### src/rtl/inj_pkg.sv
package inj_pkg;
  localparam int CTL_TAG_BIT = 16;
  localparam int CTL_MIR_BIT = 9;
  localparam int CTL_DAT_BIT = 8;
  localparam int ECC_W       = 8;
  localparam logic [31:0] CTL_RD_MASK = 32'h0001_03FF;

  typedef struct packed {
    logic             tag_en;
    logic             mirror_en;
    logic             data_en;
    logic [ECC_W-1:0] ecc_mask;
  } inj_ctl_t;
endpackage

### src/rtl/ecc_gen.sv
module ecc_gen #(
  parameter int DATA_W = 64,
  parameter int ECC_W  = 8
) (
  input  logic [DATA_W-1:0] d_i,
  output logic [ECC_W-1:0]  cb_o
);
  // column mask of Hamming check j: data bits whose code position has bit j set
  function automatic logic [DATA_W-1:0] col_mask(input int j);
    logic [DATA_W-1:0] m;
    int i;
    m = '0;
    i = 0;
    for (int pos = 3; pos < 4 * DATA_W; pos++) begin
      if (i < DATA_W && (pos & (pos - 1)) != 0) begin
        m[i] = ((pos >> j) & 1) != 0;
        i++;
      end
    end
    return m;
  endfunction

  logic [ECC_W-2:0] hcb;

  for (genvar j = 0; j < ECC_W - 1; j++) begin : g_col
    localparam logic [DATA_W-1:0] COL = col_mask(j);
    assign hcb[j] = ^(d_i & COL);
  end

  assign cb_o = {(^d_i) ^ (^hcb), hcb};
endmodule

### src/rtl/inj_regs.sv
module inj_regs
  import inj_pkg::*;
#(
  parameter int DATA_W = 64,
  parameter int REG_AW = 2
) (
  input  logic              clk_i,
  input  logic              rst_ni,
  input  logic              we_i,
  input  logic              re_i,
  input  logic [REG_AW-1:0] addr_i,
  input  logic [31:0]       wdata_i,
  output logic [31:0]       rdata_o,
  output inj_ctl_t          ctl_o,
  output logic [DATA_W-1:0] mask_o
);
  localparam int NUM_MASK = DATA_W / 32;
  localparam logic [REG_AW-1:0] CTL_OFS = REG_AW'(NUM_MASK);

  logic [31:0] mask_q [NUM_MASK];
  inj_ctl_t    ctl_q;

  for (genvar w = 0; w < NUM_MASK; w++) begin : g_mask
    always_ff @(posedge clk_i or negedge rst_ni) begin
      if (!rst_ni)                               mask_q[w] <= '0;
      else if (we_i && addr_i == REG_AW'(w))      mask_q[w] <= wdata_i;
    end
    assign mask_o[w*32 +: 32] = mask_q[w];
  end

  always_ff @(posedge clk_i or negedge rst_ni) begin
    if (!rst_ni) begin
      ctl_q <= '0;
    end else if (we_i && addr_i == CTL_OFS) begin
      ctl_q.tag_en    <= wdata_i[CTL_TAG_BIT];
      ctl_q.mirror_en <= wdata_i[CTL_MIR_BIT];
      ctl_q.data_en   <= wdata_i[CTL_DAT_BIT];
      ctl_q.ecc_mask  <= wdata_i[ECC_W-1:0];
    end
  end

  // reserved write bits are dropped
  logic unused_rsvd;
  assign unused_rsvd = ^{wdata_i[31:CTL_TAG_BIT+1], wdata_i[CTL_TAG_BIT-1:CTL_MIR_BIT+1]};

  always_comb begin
    rdata_o = '0;
    if (re_i) begin
      for (int w = 0; w < NUM_MASK; w++)
        if (addr_i == REG_AW'(w)) rdata_o = mask_q[w];
      if (addr_i == CTL_OFS) begin
        rdata_o[CTL_TAG_BIT] = ctl_q.tag_en;
        rdata_o[CTL_MIR_BIT] = ctl_q.mirror_en;
        rdata_o[CTL_DAT_BIT] = ctl_q.data_en;
        rdata_o[ECC_W-1:0]   = ctl_q.ecc_mask;
      end
    end
  end

  assign ctl_o = ctl_q;
endmodule

### src/rtl/inj_tag_path.sv
module inj_tag_path #(
  parameter int TAG_W  = 20,
  parameter int TAG_AW = 8
) (
  input  logic              clk_i,
  input  logic              rst_ni,
  input  logic              tag_en_i,
  input  logic              we_i,
  input  logic [TAG_AW-1:0] addr_i,
  input  logic [TAG_W-1:0]  wdata_i,
  output logic              we_o,
  output logic [TAG_AW-1:0] addr_o,
  output logic [TAG_W-1:0]  wdata_o,
  output logic              par_o
);
  logic par_d;
  assign par_d = (^wdata_i) ^ tag_en_i;

  always_ff @(posedge clk_i or negedge rst_ni) begin
    if (!rst_ni) begin
      we_o    <= 1'b0;
      addr_o  <= '0;
      wdata_o <= '0;
      par_o   <= 1'b0;
    end else begin
      we_o <= we_i;
      if (we_i) begin
        addr_o  <= addr_i;
        wdata_o <= wdata_i;
        par_o   <= par_d;
      end
    end
  end
endmodule

### src/rtl/inj_data_path.sv
module inj_data_path
  import inj_pkg::*;
#(
  parameter int DATA_W  = 64,
  parameter int DADDR_W = 10
) (
  input  logic               clk_i,
  input  logic               rst_ni,
  input  inj_ctl_t           ctl_i,
  input  logic [DATA_W-1:0]  mask_i,
  input  logic               we_i,
  input  logic [DADDR_W-1:0] addr_i,
  input  logic [DATA_W-1:0]  wdata_i,
  output logic               we_o,
  output logic [DADDR_W-1:0] addr_o,
  output logic [DATA_W-1:0]  wdata_o,
  output logic [ECC_W-1:0]   ecc_o
);
  logic [ECC_W-1:0]  ecc_raw, ecc_base, ecc_d;
  logic [DATA_W-1:0] data_d;

  ecc_gen #(.DATA_W(DATA_W), .ECC_W(ECC_W)) u_ecc (
    .d_i  (wdata_i),
    .cb_o (ecc_raw)
  );

  // mirror byte and checkbits both come from the unmodified word
  always_comb begin
    ecc_base = ctl_i.mirror_en ? wdata_i[DATA_W-1 -: ECC_W] : ecc_raw;
    if (ctl_i.data_en) begin
      ecc_d  = ecc_base ^ ctl_i.ecc_mask;
      data_d = wdata_i ^ mask_i;
    end else begin
      ecc_d  = ecc_raw;
      data_d = wdata_i;
    end
  end

  always_ff @(posedge clk_i or negedge rst_ni) begin
    if (!rst_ni) begin
      we_o    <= 1'b0;
      addr_o  <= '0;
      wdata_o <= '0;
      ecc_o   <= '0;
    end else begin
      we_o <= we_i;
      if (we_i) begin
        addr_o  <= addr_i;
        wdata_o <= data_d;
        ecc_o   <= ecc_d;
      end
    end
  end
endmodule

### src/rtl/wr_err_inject.sv
module wr_err_inject
  import inj_pkg::*;
#(
  parameter  int DATA_W  = 64,
  parameter  int TAG_W   = 20,
  parameter  int TAG_AW  = 8,
  parameter  int DADDR_W = 10,
  localparam int NUM_MASK = DATA_W / 32,
  localparam int REG_AW   = $clog2(NUM_MASK + 1)
) (
  input  logic               clk_i,
  input  logic               rst_ni,
  input  logic               reg_we_i,
  input  logic               reg_re_i,
  input  logic [REG_AW-1:0]  reg_addr_i,
  input  logic [31:0]        reg_wdata_i,
  output logic [31:0]        reg_rdata_o,
  input  logic               tag_we_i,
  input  logic [TAG_AW-1:0]  tag_addr_i,
  input  logic [TAG_W-1:0]   tag_wdata_i,
  output logic               tag_we_o,
  output logic [TAG_AW-1:0]  tag_addr_o,
  output logic [TAG_W-1:0]   tag_wdata_o,
  output logic               tag_par_o,
  input  logic               data_we_i,
  input  logic [DADDR_W-1:0] data_addr_i,
  input  logic [DATA_W-1:0]  data_wdata_i,
  output logic               data_we_o,
  output logic [DADDR_W-1:0] data_addr_o,
  output logic [DATA_W-1:0]  data_wdata_o,
  output logic [ECC_W-1:0]   data_ecc_o
);
  inj_ctl_t          ctl_w;
  logic [DATA_W-1:0] mask_w;

  inj_regs #(.DATA_W(DATA_W), .REG_AW(REG_AW)) u_regs (
    .clk_i   (clk_i),
    .rst_ni  (rst_ni),
    .we_i    (reg_we_i),
    .re_i    (reg_re_i),
    .addr_i  (reg_addr_i),
    .wdata_i (reg_wdata_i),
    .rdata_o (reg_rdata_o),
    .ctl_o   (ctl_w),
    .mask_o  (mask_w)
  );

  inj_tag_path #(.TAG_W(TAG_W), .TAG_AW(TAG_AW)) u_tag (
    .clk_i    (clk_i),
    .rst_ni   (rst_ni),
    .tag_en_i (ctl_w.tag_en),
    .we_i     (tag_we_i),
    .addr_i   (tag_addr_i),
    .wdata_i  (tag_wdata_i),
    .we_o     (tag_we_o),
    .addr_o   (tag_addr_o),
    .wdata_o  (tag_wdata_o),
    .par_o    (tag_par_o)
  );

  inj_data_path #(.DATA_W(DATA_W), .DADDR_W(DADDR_W)) u_data (
    .clk_i   (clk_i),
    .rst_ni  (rst_ni),
    .ctl_i   (ctl_w),
    .mask_i  (mask_w),
    .we_i    (data_we_i),
    .addr_i  (data_addr_i),
    .wdata_i (data_wdata_i),
    .we_o    (data_we_o),
    .addr_o  (data_addr_o),
    .wdata_o (data_wdata_o),
    .ecc_o   (data_ecc_o)
  );
endmodule

### config.mk
export PLATFORM = sky130hd
export DESIGN_NAME = wr_err_inject
export DESIGN_NICKNAME = d
export VERILOG_FILES = /design/src/rtl/inj_pkg.sv /design/src/rtl/ecc_gen.sv /design/src/rtl/inj_regs.sv /design/src/rtl/inj_tag_path.sv /design/src/rtl/inj_data_path.sv /design/src/rtl/wr_err_inject.sv
export SDC_FILE = /design/constraint.sdc
export NUM_CORES = 1
export LEC_CHECK = 0
export ABC_AREA = 1
export BUFFER_PORTS_ARGS = -buffer_cell sky130_fd_sc_hd__buf_2
export CORE_MARGIN = 2
export CORE_UTILIZATION = 45
export DETAILED_ROUTE_END_ITERATION = 10
export PLACE_DENSITY_LB_ADDON = 0.3
export RECOVER_POWER = 50
export SYNTH_ARGS = -nofsm -noshare
export SYNTH_HDL_FRONTEND = slang
export SYNTH_SLANG_ARGS = --single-unit
### constraint.sdc
create_clock -name clk_i -period 1.8 [get_ports clk_i]
set_input_delay 0.09 -clock clk_i [delete_from_list [all_inputs] [get_ports clk_i]]
set_output_delay 0.09 -clock clk_i [all_outputs]
set_load 0.01 [all_outputs]
==> results of run 1 <==
## worst max-delay path, cell delays in order
cell,delay (ns)
buf_4,0.16
buf_4,0.16
nand2_1,0.08
nand2_1,0.05
nand2_1,0.07
nand3_2,0.08
nand3_1,0.09
nand2_1,0.08
nand2_2,0.09
nand2_1,0.07
nand2_2,0.08
nand2_4,0.11
nand2_4,0.09
inv_2,0.04
nor2_1,0.14
nand2_1,0.12
nand3_2,0.08
nand3_2,0.09
nand2_2,0.11
nand2_2,0.05
nand3_2,0.06
nand3_2,0.05
nand2_1,0.05
nand2_1,0.05
## layout make-up
cell class | instances | area [sq um] | area share [%]
multi-input combinational | 1388 | 7430 | 43.3
clock buffer | 17 | 425 | 2.48
clock inverter | 15 | 200 | 1.17
timing repair buffer | 492 | 3330 | 19.4
antenna | 6 | 15.0 | 0.0874
tap | 341 | 427 | 2.48
inverter | 163 | 641 | 3.73
sequential | 188 | 4710 | 27.4
## power breakdown
group | total (mW) | switching (mW) | internal [mW] | leakage [nW]
Clock | 3.96 | 2.03 | 1.93 | 0.305
Combinational | 5.94 | 3.57 | 2.37 | 6.70
Sequential | 5.39 | 0.525 | 4.87 | 2.31
## registers in the layout, indices dropped and copies added (netlist names), 8 cells and up
name / flops
u_data.addr_o: 10
u_tag.addr_o: 8
u_regs.ctl_o: 11
u_regs.mask_o: 64
u_data.ecc_o: 8
u_data.wdata_o: 64
u_tag.wdata_o: 20
## cell families after synthesis
group | count (synthesis) | share of synthesized area, %
and+or+nand+nor | 1061 | 34.6
buffers and inverters | 247 | 8.32
DFF | 188 | 38.6
AOI/OAI and AO/OA | 183 | 7.68
xor gates and xnor gates | 144 | 10.9
## metal layers
| metal | wire [um] | GRT usage, % |
|---|---|---|
| met1 | 17600 | 36.9 |
| met2 | 20400 | 49.4 |
| met3 | 2700 | 5.89 |
| met4 | 2060 | 13.1 |
| met5 | 0 | 0 |
## placed cells by master, fill, tap and decap left out, types with 3 or more instances in the layout
cell,netlist,routed
a21oi_1,24,23
buf_12,0,6
buf_2,11,247
buf_4,12,137
buf_6,3,7
clkbuf_1,55,5
clkbuf_16,0,17
clkbuf_2,1,5
clkbuf_4,0,14
clkinv_8,0,5
dfrtp_1,188,186
diode_2,0,6
dlygate4sd3_1,0,70
inv_1,131,107
inv_12,0,3
inv_2,28,43
inv_4,2,11
inv_8,0,5
nand2_1,916,774
nand2_2,20,135
nand2_4,3,30
nand3_1,100,66
nand3_2,5,37
nor2_1,15,8
nor2_2,1,5
nor2_4,1,4
o211ai_1,7,7
o21ai_0,150,148
xnor2_1,37,25
xnor2_2,2,10
xnor2_4,0,4
xor2_1,100,93
xor2_2,4,7
xor2_4,1,5
## worst paths after layout
check | startpoint | to | slack (ns) | depth (start not counted)
setup / recovery | data_wdata_i[63] | u_data.ecc_o[7] | -0.03 | 24
hold / removal | data_wdata_i[28] | u_data.wdata_o[28] | 0.004 | 3
setup reg to reg | u_regs.ctl_o[8] | u_data.wdata_o[45] | 0.34 | 5
hold reg to reg | u_data.addr_o[7] | u_data.addr_o[7] | 0.48 | 2
max in group asynchronous | rst_ni | u_data.wdata_o[7] | 0.29 | 3
min in group asynchronous | rst_ni | u_tag.addr_o[6] | 0.25 | 2
## what timing repair did
item                                    CTS  global route
hold endpoints to repair                296             0
endpoints found under the setup margin    3             9
setup buffers                             0            13
resized for setup                        12           309
hold buffers                             70             0
pin swaps                                 0            98
## per-stage QoR
stage	worst slack [ns]	TNS, ns	hold WS (ns)	util [%]	std cells
after floorplan	-0.0489	-0.0489	-0.206	-	1823
after global placement	-0.395	-1.89	0.00698	55.3	2489
after detailed placement	-0.492	-2.22	0.00934	55.3	2489
after CTS	0.00631	0	0.00221	60.4	2591
after global routing	-0.175	-0.207	0.0210	64.1	2610
final	-0.0348	-0.0348	0.00351	64.1	2610
==> impl_metrics.tcl, run 1 <==
set metrics [dict create \
    cts_sinks 188 \
    worst_slack_ns -0.0348 \
    min_path_type "in -> reg" \
    syn_nets 1965 \
    yosys-top-cells-count "nand2_1, dfrtp_1, o21ai_0, inv_1" \
    grt_pass1_wl_mm 65.7 \
    die-height_um 169 \
    ant_nets 0 \
    setup-violations-final 1 \
    design_area_sq_um 17200 \
    grt_pass1_vias 12800 \
    synth_edf_count 0 \
    drc 0 \
    htreeDepth 4 \
    vias 13300 \
    maxSlewViolCount 0 \
    drt_pass1_iterations 6 \
    synth_top_area_cell "dfrtp_1" \
    fmax_ghz 0.545 \
    slew_headroom_pct 20.4 \
    grt_max_degree 78 \
    period_minus_slack_ns 1.83 \
    ir_drop_mv 0.564 \
    cap_violations 0 \
    status "finished, violations left" \
    areaGrowthSynthToFinish_pct 40.7 \
    worstMarginPinSlew_ns 1.19 \
    wirelength_mm 42.7 \
    nets 2392 \
    worstSetupEndpointType "flop" \
    clock_skew_ns 0.0201 \
    violations "setup timing" \
    die_width_um 169 \
    cts_tree "done" \
    path_clk_slew_ns 0.09 \
    synth_warnings 0 \
    syn_inst 1823 \
    ys_ff_latch 188 \
    syn-cell-area_sq_um 12200 \
    ioPinCount 287 \
    rsz0062_at_grt "yes" \
    synth_top_area_share_pct 38.6 \
    power_mw 15.3 \
    initial_core_util_pct 45.5 \
    cts.path.max_buffers 2 \
    start_kind "primary input" \
    vias_per_cell 5.11 \
    die_area_sq_um 28500 \
    drt_iter0_markers 1028 \
    place_congestion 0.925 \
    root_buffer "clkbuf_16" \
    clk_latency_ns 0.45 \
    drive_gt1_share_pct 33.0 \
    antenna_found_initial 6 \
    io_buffer_count 286 \
    synthFlopType "dfrtp_1" \
    num_rows 60 \
    path_class "in -> reg" \
    grtUsageTotal_pct 29.4 \
    hold_viol 0 \
    seq_area_frac_synth_pct 38.6 \
    synthTopCellsByArea "dfrtp_1, nand2_1, xor2_1" \
    fillers 2293 \
    numCtsBuffers 17 \
    p_leak_nw 9.31 \
    synth.distinct_cells 29 \
    hpwl_mm 31.4 \
    min_period_over_period_pct 102 \
    wl_per_cell_um 16.4 \
    synth_most_common_cell "nand2_1" \
    worstPathMaxFanout 6 \
    synth-async-reset-ratio_pct 100 \
    overflow 0 \
    cp.arrival_ns 2.16 \
    placed_area_sq_um 14800 \
    cp_data_required_time_ns 2.12 \
    power_density_nw_per_um2 890 \
    avgSynthCellArea_sq_um 6.69 \
    coreArea_sq_um 26800 \
]
(Power assumes the default switching activity.)
==> run 2: changes to the inputs <==
--- a/config.mk
+++ b/config.mk
@@ -12,6 +12,7 @@
 export DETAILED_ROUTE_END_ITERATION = 10
 export PLACE_DENSITY_LB_ADDON = 0.3
 export RECOVER_POWER = 50
+export SETUP_SLACK_MARGIN = 0.3
 export SYNTH_ARGS = -nofsm -noshare
 export SYNTH_HDL_FRONTEND = slang
 export SYNTH_SLANG_ARGS = --single-unit
==> run 2 against run 1 <==
Compared with the run above: die area is the same; the flow finishes with violations (hold timing, setup timing); largest cell class unchanged; design area increased by 5.8%; count of clock-buffer cells in the layout did not move; global-route usage is 0.89 points higher; routed wire length is 7.5% higher; worst hold slack got worse by 0.016 ns; combinational power up 11%.
==> impl_metrics.tcl, run 2 (same netlist as run 1, synthesis figures left out) <==
set metrics [dict create \
    violations "hold timing, setup timing" \
    htreeDepth 4 \
    r2r_setup_slack_ns 0.20 \
    slew_headroom_pct 20.7 \
    hold_end "u_data.wdata_o[3]" \
    status "finished, violations left" \
    grt_pass1_wl_mm 67.4 \
    drt_pass1_iterations 8 \
    wl_per_cell_um 17.6 \
    p_leak_nw 9.60 \
    setup-violations-final 1 \
    design_area_sq_um 18200 \
    cap_violations 0 \
    io_buffer_count 286 \
    worst_slack_ns -0.00421 \
    root_buffer "clkbuf_16" \
    die-height_um 169 \
    coreArea_sq_um 26800 \
    start_kind "primary input" \
    reg2reg_depth 6 \
    placed_area_sq_um 14800 \
    cts_sinks 188 \
    die_area_sq_um 28500 \
    grtUsageTotal_pct 30.3 \
    power_mw 16.0 \
    clk_latency_ns 0.45 \
    cts_tree "done" \
    power_density_nw_per_um2 879 \
    numCtsBuffers 17 \
    die_width_um 169 \
    rsz0062_at_grt "yes" \
    areaGrowthSynthToFinish_pct 49.0 \
    cp_data_required_time_ns 2.13 \
    drive_gt1_share_pct 39.2 \
    overflow 0 \
    path_class "in -> reg" \
    hold_viol 1 \
    min_period_over_period_pct 100 \
    period_minus_slack_ns 1.80 \
    path_clk_slew_ns 0.09 \
    grt_max_degree 83 \
    initial_core_util_pct 45.5 \
    dp_cells 2481 \
    min_path_type "in -> reg" \
    num_rows 60 \
    fmax_ghz 0.554 \
    clock_skew_ns 0.0185 \
    worstHoldStart "data_wdata_i[3]" \
    drt_iter0_markers 1040 \
    drc 0 \
    timing.rr.start "u_regs.ctl_o[8]" \
    hpwl_mm 31.5 \
    worstPathMaxFanout 5 \
    cp.arrival_ns 2.13 \
    layout_commonest_cell "nand2_1" \
    ir_drop_mv 0.580 \
    stdcell_count 2611 \
    worstMarginPinSlew_ns 1.19 \
    cts.path.max_buffers 2 \
    grt_pass1_vias 13000 \
    place_congestion 0.900 \
    ant_nets 0 \
    ioPinCount 287 \
    hold_ws_ns -0.0129 \
    worstSetupEndpointType "flop" \
    wirelength_mm 46.0 \
    nets 2397 \
    antenna_found_initial 2 \
    detailedPlace.worstSlack_ns -0.486 \
    rr_endpoint "u_data.wdata_o[36]" \
    layout_common_cells "nand2_1, buf_2, nand2_2, dfrtp_1, o21ai_0" \
    maxSlewViolCount 0 \
    vias 13700 \
    vias_per_cell 5.23 \
    holdPathStages 3 \
]
## run 2: cell count changes in the layout (fill, tap and decap cells not counted), moves of 20 or more
cell     previous run  this run
nand2_4            30        50
nand3_1            66        40
buf_6               7        39
nand2_1           774       691
nand2_2           135       195
buf_2             247       226
## run 2: critical path, stage by stage
cell and delay [ns]:
buf_2 0.15, inv_2 0.06, nand2_1 0.10, nand2_2 0.09, nand2_2 0.10, nand2_4 0.07, nor2_4 0.13, inv_1 0.07
nand2_2 0.07, nand2_1 0.07, nand2_2 0.08, nand3_2 0.08, nand2_4 0.12, nand2_4 0.06, nand2_2 0.10, nand3_4 0.09
nand3_2 0.09, nand3_2 0.10, nand2_2 0.12, nand2_2 0.05, nand3_2 0.05, nand3_2 0.05, nand2_1 0.07, nand2_1 0.05
## run 2: cell type report
class | count | area [sq um]
sequential | 188 | 4710
fill | 2099 | 8620
multi-input combinational | 1388 | 8110
clock inverter | 15 | 183
inverter | 163 | 683
tap | 341 | 427
clock buffer | 17 | 425
antenna | 2 | 5.00
timing repair buffer | 497 | 3640
## run 2: how the worst max path moves through the flow
| stage | startpoint | end |
|---|---|---|
| finish | data_wdata_i[19] | u_data.ecc_o[7] |
| global route | data_wdata_i[19] | u_data.ecc_o[7] |
| CTS | data_wdata_i[36] | u_data.ecc_o[7] |
| detailed placement | data_wdata_i[36] | u_data.ecc_o[7] |
| global placement | data_wdata_i[50] | u_data.ecc_o[7] |
| floorplan | data_wdata_i[28] | u_data.ecc_o[7] |
## run 2: where the power goes
group / leakage [nW] / switching [mW] / internal (mW)
combinational: 7.00 / 3.92 / 2.68
sequential: 2.31 / 0.517 / 4.87
clock: 0.297 / 2.08 / 1.91
total: 9.60 / 6.52 / 9.46
## run 2: stage by stage
step                      TNS (ns)  util (%)  hold WS (ns)
final                     -0.00421      67.8       -0.0129
after global routing        -0.204      67.8        0.0280
after CTS                        0      62.4       0.00350
after detailed placement     -2.28      55.1        0.0592
after global placement       -1.78      55.1        0.0544
after floorplan            -0.0489         -        -0.206
## run 2: metal layers
layer	wire length, um	vias to the layer above	global-route usage, %	part of all wire, %
met1	17900	6439	37.4	39
met5	0	-	0	0
li1	-	6436	-	-
met2	22300	647	50.9	48
met3	3340	146	5.87	7.3
met4	2470	0	15.4	5.4
## run 2: what timing repair did
action | in CTS | in global routing
hold buffers | 72 | 1
gates resized for setup | 157 | 414
endpoints found under the hold margin | 298 | 1
endpoints found under the setup margin | 10 | 12
gates cloned | 2 | 1
buffers inserted | 6 | 14
pin swaps | 72 | 186
